File: src/rtl/rtc_pkg.sv
package rtc_pkg;
  localparam int SLOTS   = 8;
  localparam int SLOT_W  = $clog2(SLOTS);
  localparam int SLOT_CTRL = 0;
  localparam int SLOT_STAT = 1;
  localparam int SLOT_SEC  = 3;
  localparam int SLOT_ALM  = 4;
  localparam int SLOT_WDOG = 5;
  localparam int SLOT_P0   = 6;
  localparam int SLOT_P1   = 7;

  // control bit positions
  localparam int CB_ALM_IE   = 0;
  localparam int CB_MS_IE    = 1;
  localparam int CB_ALM_PEND = 2;
  localparam int CB_WDOG_EN  = 4;
  // persistent0 bit positions
  localparam int PB_WAKE_EN  = 1;
  localparam int PB_ALM_ARM  = 2;
  localparam int PB_WAKE_FLG = 7;

  typedef enum logic [1:0] {
    OP_WRITE = 2'd0,
    OP_SET   = 2'd1,
    OP_CLR   = 2'd2,
    OP_NONE  = 2'd3
  } wrOp_e;

  typedef struct packed {
    logic [SLOTS-1:0]  wrSel;
    wrOp_e             op;
    logic [SLOT_W-1:0] rdSlot;
    logic              rdHit;
  } busStrobe_t;
endpackage

File: src/rtl/rtc_busdec.sv
module rtc_busdec
  import rtc_pkg::*;
#(
  parameter int AW = 8
) (
  input  logic          wrEn,
  input  logic [AW-1:0] addr,
  output busStrobe_t    stb
);
  localparam int SLOT_LSB = 4;
  localparam int SLOT_MSB = SLOT_LSB + SLOT_W - 1;

  logic inRange;
  logic [SLOT_W-1:0] slot;

  always_comb begin
    inRange = (addr[AW-1:SLOT_MSB+1] == '0);
    slot    = addr[SLOT_MSB:SLOT_LSB];
    stb.rdSlot = slot;
    stb.rdHit  = inRange;
    stb.op     = wrOp_e'(addr[3:2]);
    stb.wrSel  = '0;
    if (wrEn && inRange && addr[1:0] == 2'b00 && addr[3:2] != 2'b11)
      stb.wrSel[slot] = 1'b1;
  end
endmodule

File: src/rtl/rtc_datapath.sv
module rtc_datapath
  import rtc_pkg::*;
#(
  parameter int DW = 32
) (
  input  logic          clk,
  input  logic          rstN,
  input  logic          tick,
  input  busStrobe_t    stb,
  input  logic [DW-1:0] wrData,
  output logic [DW-1:0] rdData,
  output logic          irqAlarm
);
  localparam logic [DW-1:0] ONE       = DW'(1);
  localparam logic [DW-1:0] CTRL_MASK = (ONE << CB_ALM_IE) | (ONE << CB_MS_IE) |
                                        (ONE << CB_ALM_PEND) | (ONE << CB_WDOG_EN);
  localparam logic [DW-1:0] P0_MASK   = (ONE << PB_WAKE_EN) | (ONE << PB_ALM_ARM) |
                                        (ONE << PB_WAKE_FLG);
  localparam logic [DW-1:0] STAT_VAL  = ONE << (DW-1);

  logic [DW-1:0] ctrlReg, secReg, almReg, wdogReg, p0Reg, p1Reg;
  logic [DW-1:0] ctrlNext, secNext, almNext, wdogNext, p0Next, p1Next;
  logic [DW-1:0] secInc;
  logic          secWr, alarmHit;
  logic          unusedSel;

  assign unusedSel = ^{stb.wrSel[SLOT_STAT], stb.wrSel[2]};

  function automatic logic [DW-1:0] applyOp(logic [DW-1:0] old,
                                            logic [DW-1:0] d, wrOp_e op);
    case (op)
      OP_WRITE: return d;
      OP_SET:   return old | d;
      OP_CLR:   return old & ~d;
      default:  return old;
    endcase
  endfunction

  always_comb begin
    secWr    = stb.wrSel[SLOT_SEC];
    secInc   = secReg + ONE;
    alarmHit = tick && !secWr && (secInc == almReg) && p0Reg[PB_ALM_ARM];

    secNext = secReg;
    if (secWr)     secNext = applyOp(secReg, wrData, stb.op);
    else if (tick) secNext = secInc;

    ctrlNext = ctrlReg;
    if (stb.wrSel[SLOT_CTRL]) ctrlNext = applyOp(ctrlReg, wrData, stb.op) & CTRL_MASK;
    if (alarmHit) ctrlNext[CB_ALM_PEND] = 1'b1;

    p0Next = p0Reg;
    if (stb.wrSel[SLOT_P0]) p0Next = applyOp(p0Reg, wrData, stb.op) & P0_MASK;
    if (alarmHit && p0Reg[PB_WAKE_EN]) p0Next[PB_WAKE_FLG] = 1'b1;

    almNext  = stb.wrSel[SLOT_ALM]  ? applyOp(almReg,  wrData, stb.op) : almReg;
    wdogNext = stb.wrSel[SLOT_WDOG] ? applyOp(wdogReg, wrData, stb.op) : wdogReg;
    p1Next   = stb.wrSel[SLOT_P1]   ? applyOp(p1Reg,   wrData, stb.op) : p1Reg;
  end

  // seconds count survives reset
  always_ff @(posedge clk) secReg <= secNext;

  always_ff @(posedge clk or negedge rstN) begin
    if (!rstN) begin
      ctrlReg <= '0;
      almReg  <= '0;
      wdogReg <= '0;
      p0Reg   <= '0;
      p1Reg   <= '0;
    end else begin
      ctrlReg <= ctrlNext;
      almReg  <= almNext;
      wdogReg <= wdogNext;
      p0Reg   <= p0Next;
      p1Reg   <= p1Next;
    end
  end

  assign irqAlarm = ctrlReg[CB_ALM_PEND] & ctrlReg[CB_ALM_IE];

  always_comb begin
    rdData = '0;
    if (stb.rdHit) begin
      case (int'(stb.rdSlot))
        SLOT_CTRL: rdData = ctrlReg;
        SLOT_STAT: rdData = STAT_VAL;
        SLOT_SEC:  rdData = secReg;
        SLOT_ALM:  rdData = almReg;
        SLOT_WDOG: rdData = wdogReg;
        SLOT_P0:   rdData = p0Reg;
        SLOT_P1:   rdData = p1Reg;
        default:   rdData = '0;
      endcase
    end
  end


  tick_inc_chk: assert property (@(posedge clk) disable iff (!rstN)
    (tick && !secWr) |=> (secReg == $past(secReg) + ONE));


  sec_hold_chk: assert property (@(posedge clk) disable iff (!rstN)
    (!tick && !secWr) |=> $stable(secReg));


  alarm_set_chk: assert property (@(posedge clk) disable iff (!rstN)
    (tick && !secWr && p0Reg[PB_ALM_ARM] && (secReg + ONE == almReg)) |=> ctrlReg[CB_ALM_PEND]);


  wake_set_chk: assert property (@(posedge clk) disable iff (!rstN)
    (tick && !secWr && p0Reg[PB_ALM_ARM] && p0Reg[PB_WAKE_EN] && (secReg + ONE == almReg))
      |=> p0Reg[PB_WAKE_FLG]);


  no_arm_chk: assert property (@(posedge clk) disable iff (!rstN)
    (!p0Reg[PB_ALM_ARM] && !ctrlReg[CB_ALM_PEND] && !stb.wrSel[SLOT_CTRL])
      |=> !ctrlReg[CB_ALM_PEND]);


  irq_drop_chk: assert property (@(posedge clk) disable iff (!rstN)
    $fell(ctrlReg[CB_ALM_PEND]) |-> !irqAlarm);


  status_chk: assert property (@(posedge clk) disable iff (!rstN)
    (stb.rdHit && int'(stb.rdSlot) == SLOT_STAT) |-> (rdData == STAT_VAL));
endmodule

File: src/rtl/rtc_alarm_core.sv
module rtc_alarm_core
  import rtc_pkg::*;
#(
  parameter int DW = 32,
  parameter int AW = 8
) (
  input  logic          clk,
  input  logic          rstN,
  input  logic          tick,
  input  logic          wrEn,
  input  logic [AW-1:0] addr,
  input  logic [DW-1:0] wrData,
  output logic [DW-1:0] rdData,
  output logic          irqAlarm
);
  busStrobe_t stb;

  rtc_busdec #(.AW(AW)) uDec (
    .wrEn (wrEn),
    .addr (addr),
    .stb  (stb)
  );

  rtc_datapath #(.DW(DW)) uDp (
    .clk      (clk),
    .rstN     (rstN),
    .tick     (tick),
    .stb      (stb),
    .wrData   (wrData),
    .rdData   (rdData),
    .irqAlarm (irqAlarm)
  );
endmodule

File: config.mk
export PLATFORM = sky130hd
export DESIGN_NAME = rtc_alarm_core
export DESIGN_NICKNAME = d
export VERILOG_FILES = /design/src/rtl/rtc_pkg.sv /design/src/rtl/rtc_busdec.sv /design/src/rtl/rtc_datapath.sv /design/src/rtl/rtc_alarm_core.sv
export SDC_FILE = /design/constraint.sdc
export NUM_CORES = 1
export LEC_CHECK = 0
export BUFFER_PORTS_ARGS = -buffer_cell sky130_fd_sc_hd__buf_2
export CAP_MARGIN = 20
export CORE_ASPECT_RATIO = 1.25
export CORE_MARGIN = 2
export CORE_UTILIZATION = 35
export DETAILED_ROUTE_END_ITERATION = 8
export SYNTH_ARGS = -nofsm -noshare
export SYNTH_HDL_FRONTEND = slang
export SYNTH_HIERARCHICAL = 1
export SYNTH_SLANG_ARGS = --single-unit
File: constraint.sdc
create_clock -name clk -period 4.8 [get_ports clk]
set_clock_uncertainty 0.05 [all_clocks]
set_input_delay 0.48 -clock clk [delete_from_list [all_inputs] [get_ports clk]]
set_output_delay 0.48 -clock clk [all_outputs]
set_load 0.005 [all_outputs]
==> impl_metrics.toml <==
[floorplan]
die_area_mm2 = 0.0257
boundaryPins = 77
floorplan.die.width_um = 144
placement_rows = 64
initial_core_util_pct = 35.3
floorplan.core_area_mm2 = 0.0243
chipHeight_um = 179

[pwr]
power.total_w = 0.00323
max-vdd-ir-drop_mv = 0.249
power-per-cell-area_mw_per_mm2 = 332
static-leakage-power_nw = 3.83

[route]
detailed_route_vias_per_instance = 5.78
via_count = 7767
route.detailed.wl_per_inst_um = 20.2
drc = 0
length_of_the_first_detailed_routing_pass_in_iterations = 5
initialDrtViolationCount = 697
final_antenna_net_count = 0
routed_wl_mm = 27.2

[critical_path]
worstSetupEndpointType = "primary output"
worst_ep_required_time_ns = 4.27
critPathMaxFanout = 12
start_kind = "input port"
path_class = "input port to primary output"
cp.arrival_ns = 2.69
r2r.worst_path.cells = 9

[cells_and_area]
finalInstanceArea_mm2 = 0.00971
syn_to_final_growth_pct = 13.5
layout-drive-gt1-share_pct = 15.4
antennaDiodeCount = 0
design.final.nets = 1050

[placed_design]
dp_hpwl_mm = 18.5
port_buffers = 76
globalplace.congestion = 0.926
placedInstanceArea_mm2 = 0.00909
preCtsSetupSlack_ns = 1.37

[status]
status = "finished clean"

[cts]
cts-buffers-inserted = 17
postCtsResizedCells = 0
clock_tree_from_tritoncts = "built"
cts_max_path_buffers = 2
clkLatencyLatePin_ns = 0.43
htree_num_levels = 4
clock-sinks = 135
cts-root-buf = "sky130_fd_sc_hd__clkbuf_16"
clk_transition_reported_paths_ns = 0.06

[sta]
layout_worst_path_cycle_share_pct = 67.0
finalWorstSetupSlack_ns = 1.58
fin_crit_ns = 3.22
setup-tns-final_ns = 0
timing_hold_violations_final = 0
tightest_slew_ns = 1.10
timing.fmax_ghz = 0.311
slew_violations = 0
worst_hold_margin_ns = 0.335
rsz0062_at_grt = "false"
worst_slew_margin_rel_pct = 26.2
setup_viol = 0

[run]
cap_viol_max_count = 0

[global_route]
gr-total-overflow = 0
antenna_found_initial = 0
number_of_global_route_vias_before_repair = 7506
global_route.usage.total_pct = 21.6
global_route_wire_length_before_repair_mm = 42.7
largest_net_degree_at_the_start_of_global_routing = 74

[synthesis]
netlist_area_mm2 = 0.00856
syn_nets = 1031
syn-instance-count = 982
synthesis.area_per_instance_um2 = 8.71
yosysWarnings = 6

[worst_hold_path]
hold_depth = 3
min_path_type = "input port to flip-flop"
[through the flow]
step / cells / util, %
finish: 1344 / 40.0
floorplan: 982 / -
global route: 1344 / 40.0
detailed placement: 1310 / 37.5
CTS: 1342 / 39.9
global placement: 1310 / 37.5
[power by group]
part	internal [W]	leakage [nW]	switching [W]
clock network	0.000823	0.279	0.000494
registers	0.00129	1.71	0.000119
logic	0.000190	1.84	0.000314
total	0.00230	3.83	0.000927
[layer usage]
layer	routed length [µm]	vias up	track usage [%]
li1	-	3688	-
met1	11400	3745	27.1
met2	13500	267	36.4
met3	1320	67	4.06
met4	978	0	9.23
met5	0	-	0
[worst max-delay path, cell delays in order]
cell and delay (ns):
sky130_fd_sc_hd__buf_2 0.24, sky130_fd_sc_hd__inv_1 0.22, sky130_fd_sc_hd__nor3_2 0.93, sky130_fd_sc_hd__a22oi_1 0.24, sky130_fd_sc_hd__a31oi_1 0.38, sky130_fd_sc_hd__buf_2 0.18
[flip-flops by register name, indices dropped and copies added (netlist names)]
name	flops
uDp/almReg	32
uDp/p1Reg	32
uDp/p0Reg	3
uDp/wdogReg	32
uDp/secReg	32
uDp/ctrlReg	4
[area by class of cell]
type                       count  area (µm²)
fill                        2444       14600
multi-input combinational    740        4600
sequential                   135        3540
timing repair buffer          91         518
clock buffer                  22         454
tap                          330         413
clock inverter                10         128
inverter                      16        60.1
[cells in the final DEF (no fill, tap or decap), drive strengths merged, types with 12 or more instances in the layout]
cell / n
nor2: 60
xnor2: 30
nand3: 25
nand2: 29
o211ai: 15
dfrtp: 103
nor4: 14
buf: 90
xor2: 24
o21ai: 64
a22oi: 58
a21oi: 248
inv: 16
nand4: 18
nor3: 18
clkbuf: 22
o21a: 21
edfxtp: 32
a21o: 12
[what timing repair did]
| action | 4_1_cts | 5_1_grt |
|---|---|---|
| buffers inserted | 0 | 0 |
| hold buffers | 0 | 1 |
| hold endpoints to repair | 0 | 13 |
[final timing paths]
path / slack (ns) / endpoint / from
setup / recovery: 1.58 / rdData[1] / addr[6]
hold / removal: 0.34 / uDp/p1Reg[21] / wrData[21]
setup reg to reg: 1.60 / uDp/ctrlReg[2] / uDp/secReg[0]
hold reg to reg: 0.47 / uDp/p1Reg[19] / uDp/p1Reg[19]
max in group asynchronous: 3.59 / uDp/p1Reg[28] / rstN
min in group asynchronous: 0.41 / uDp/wdogReg[19] / rstN
Note: power is estimated with default switching activity, not from simulation.
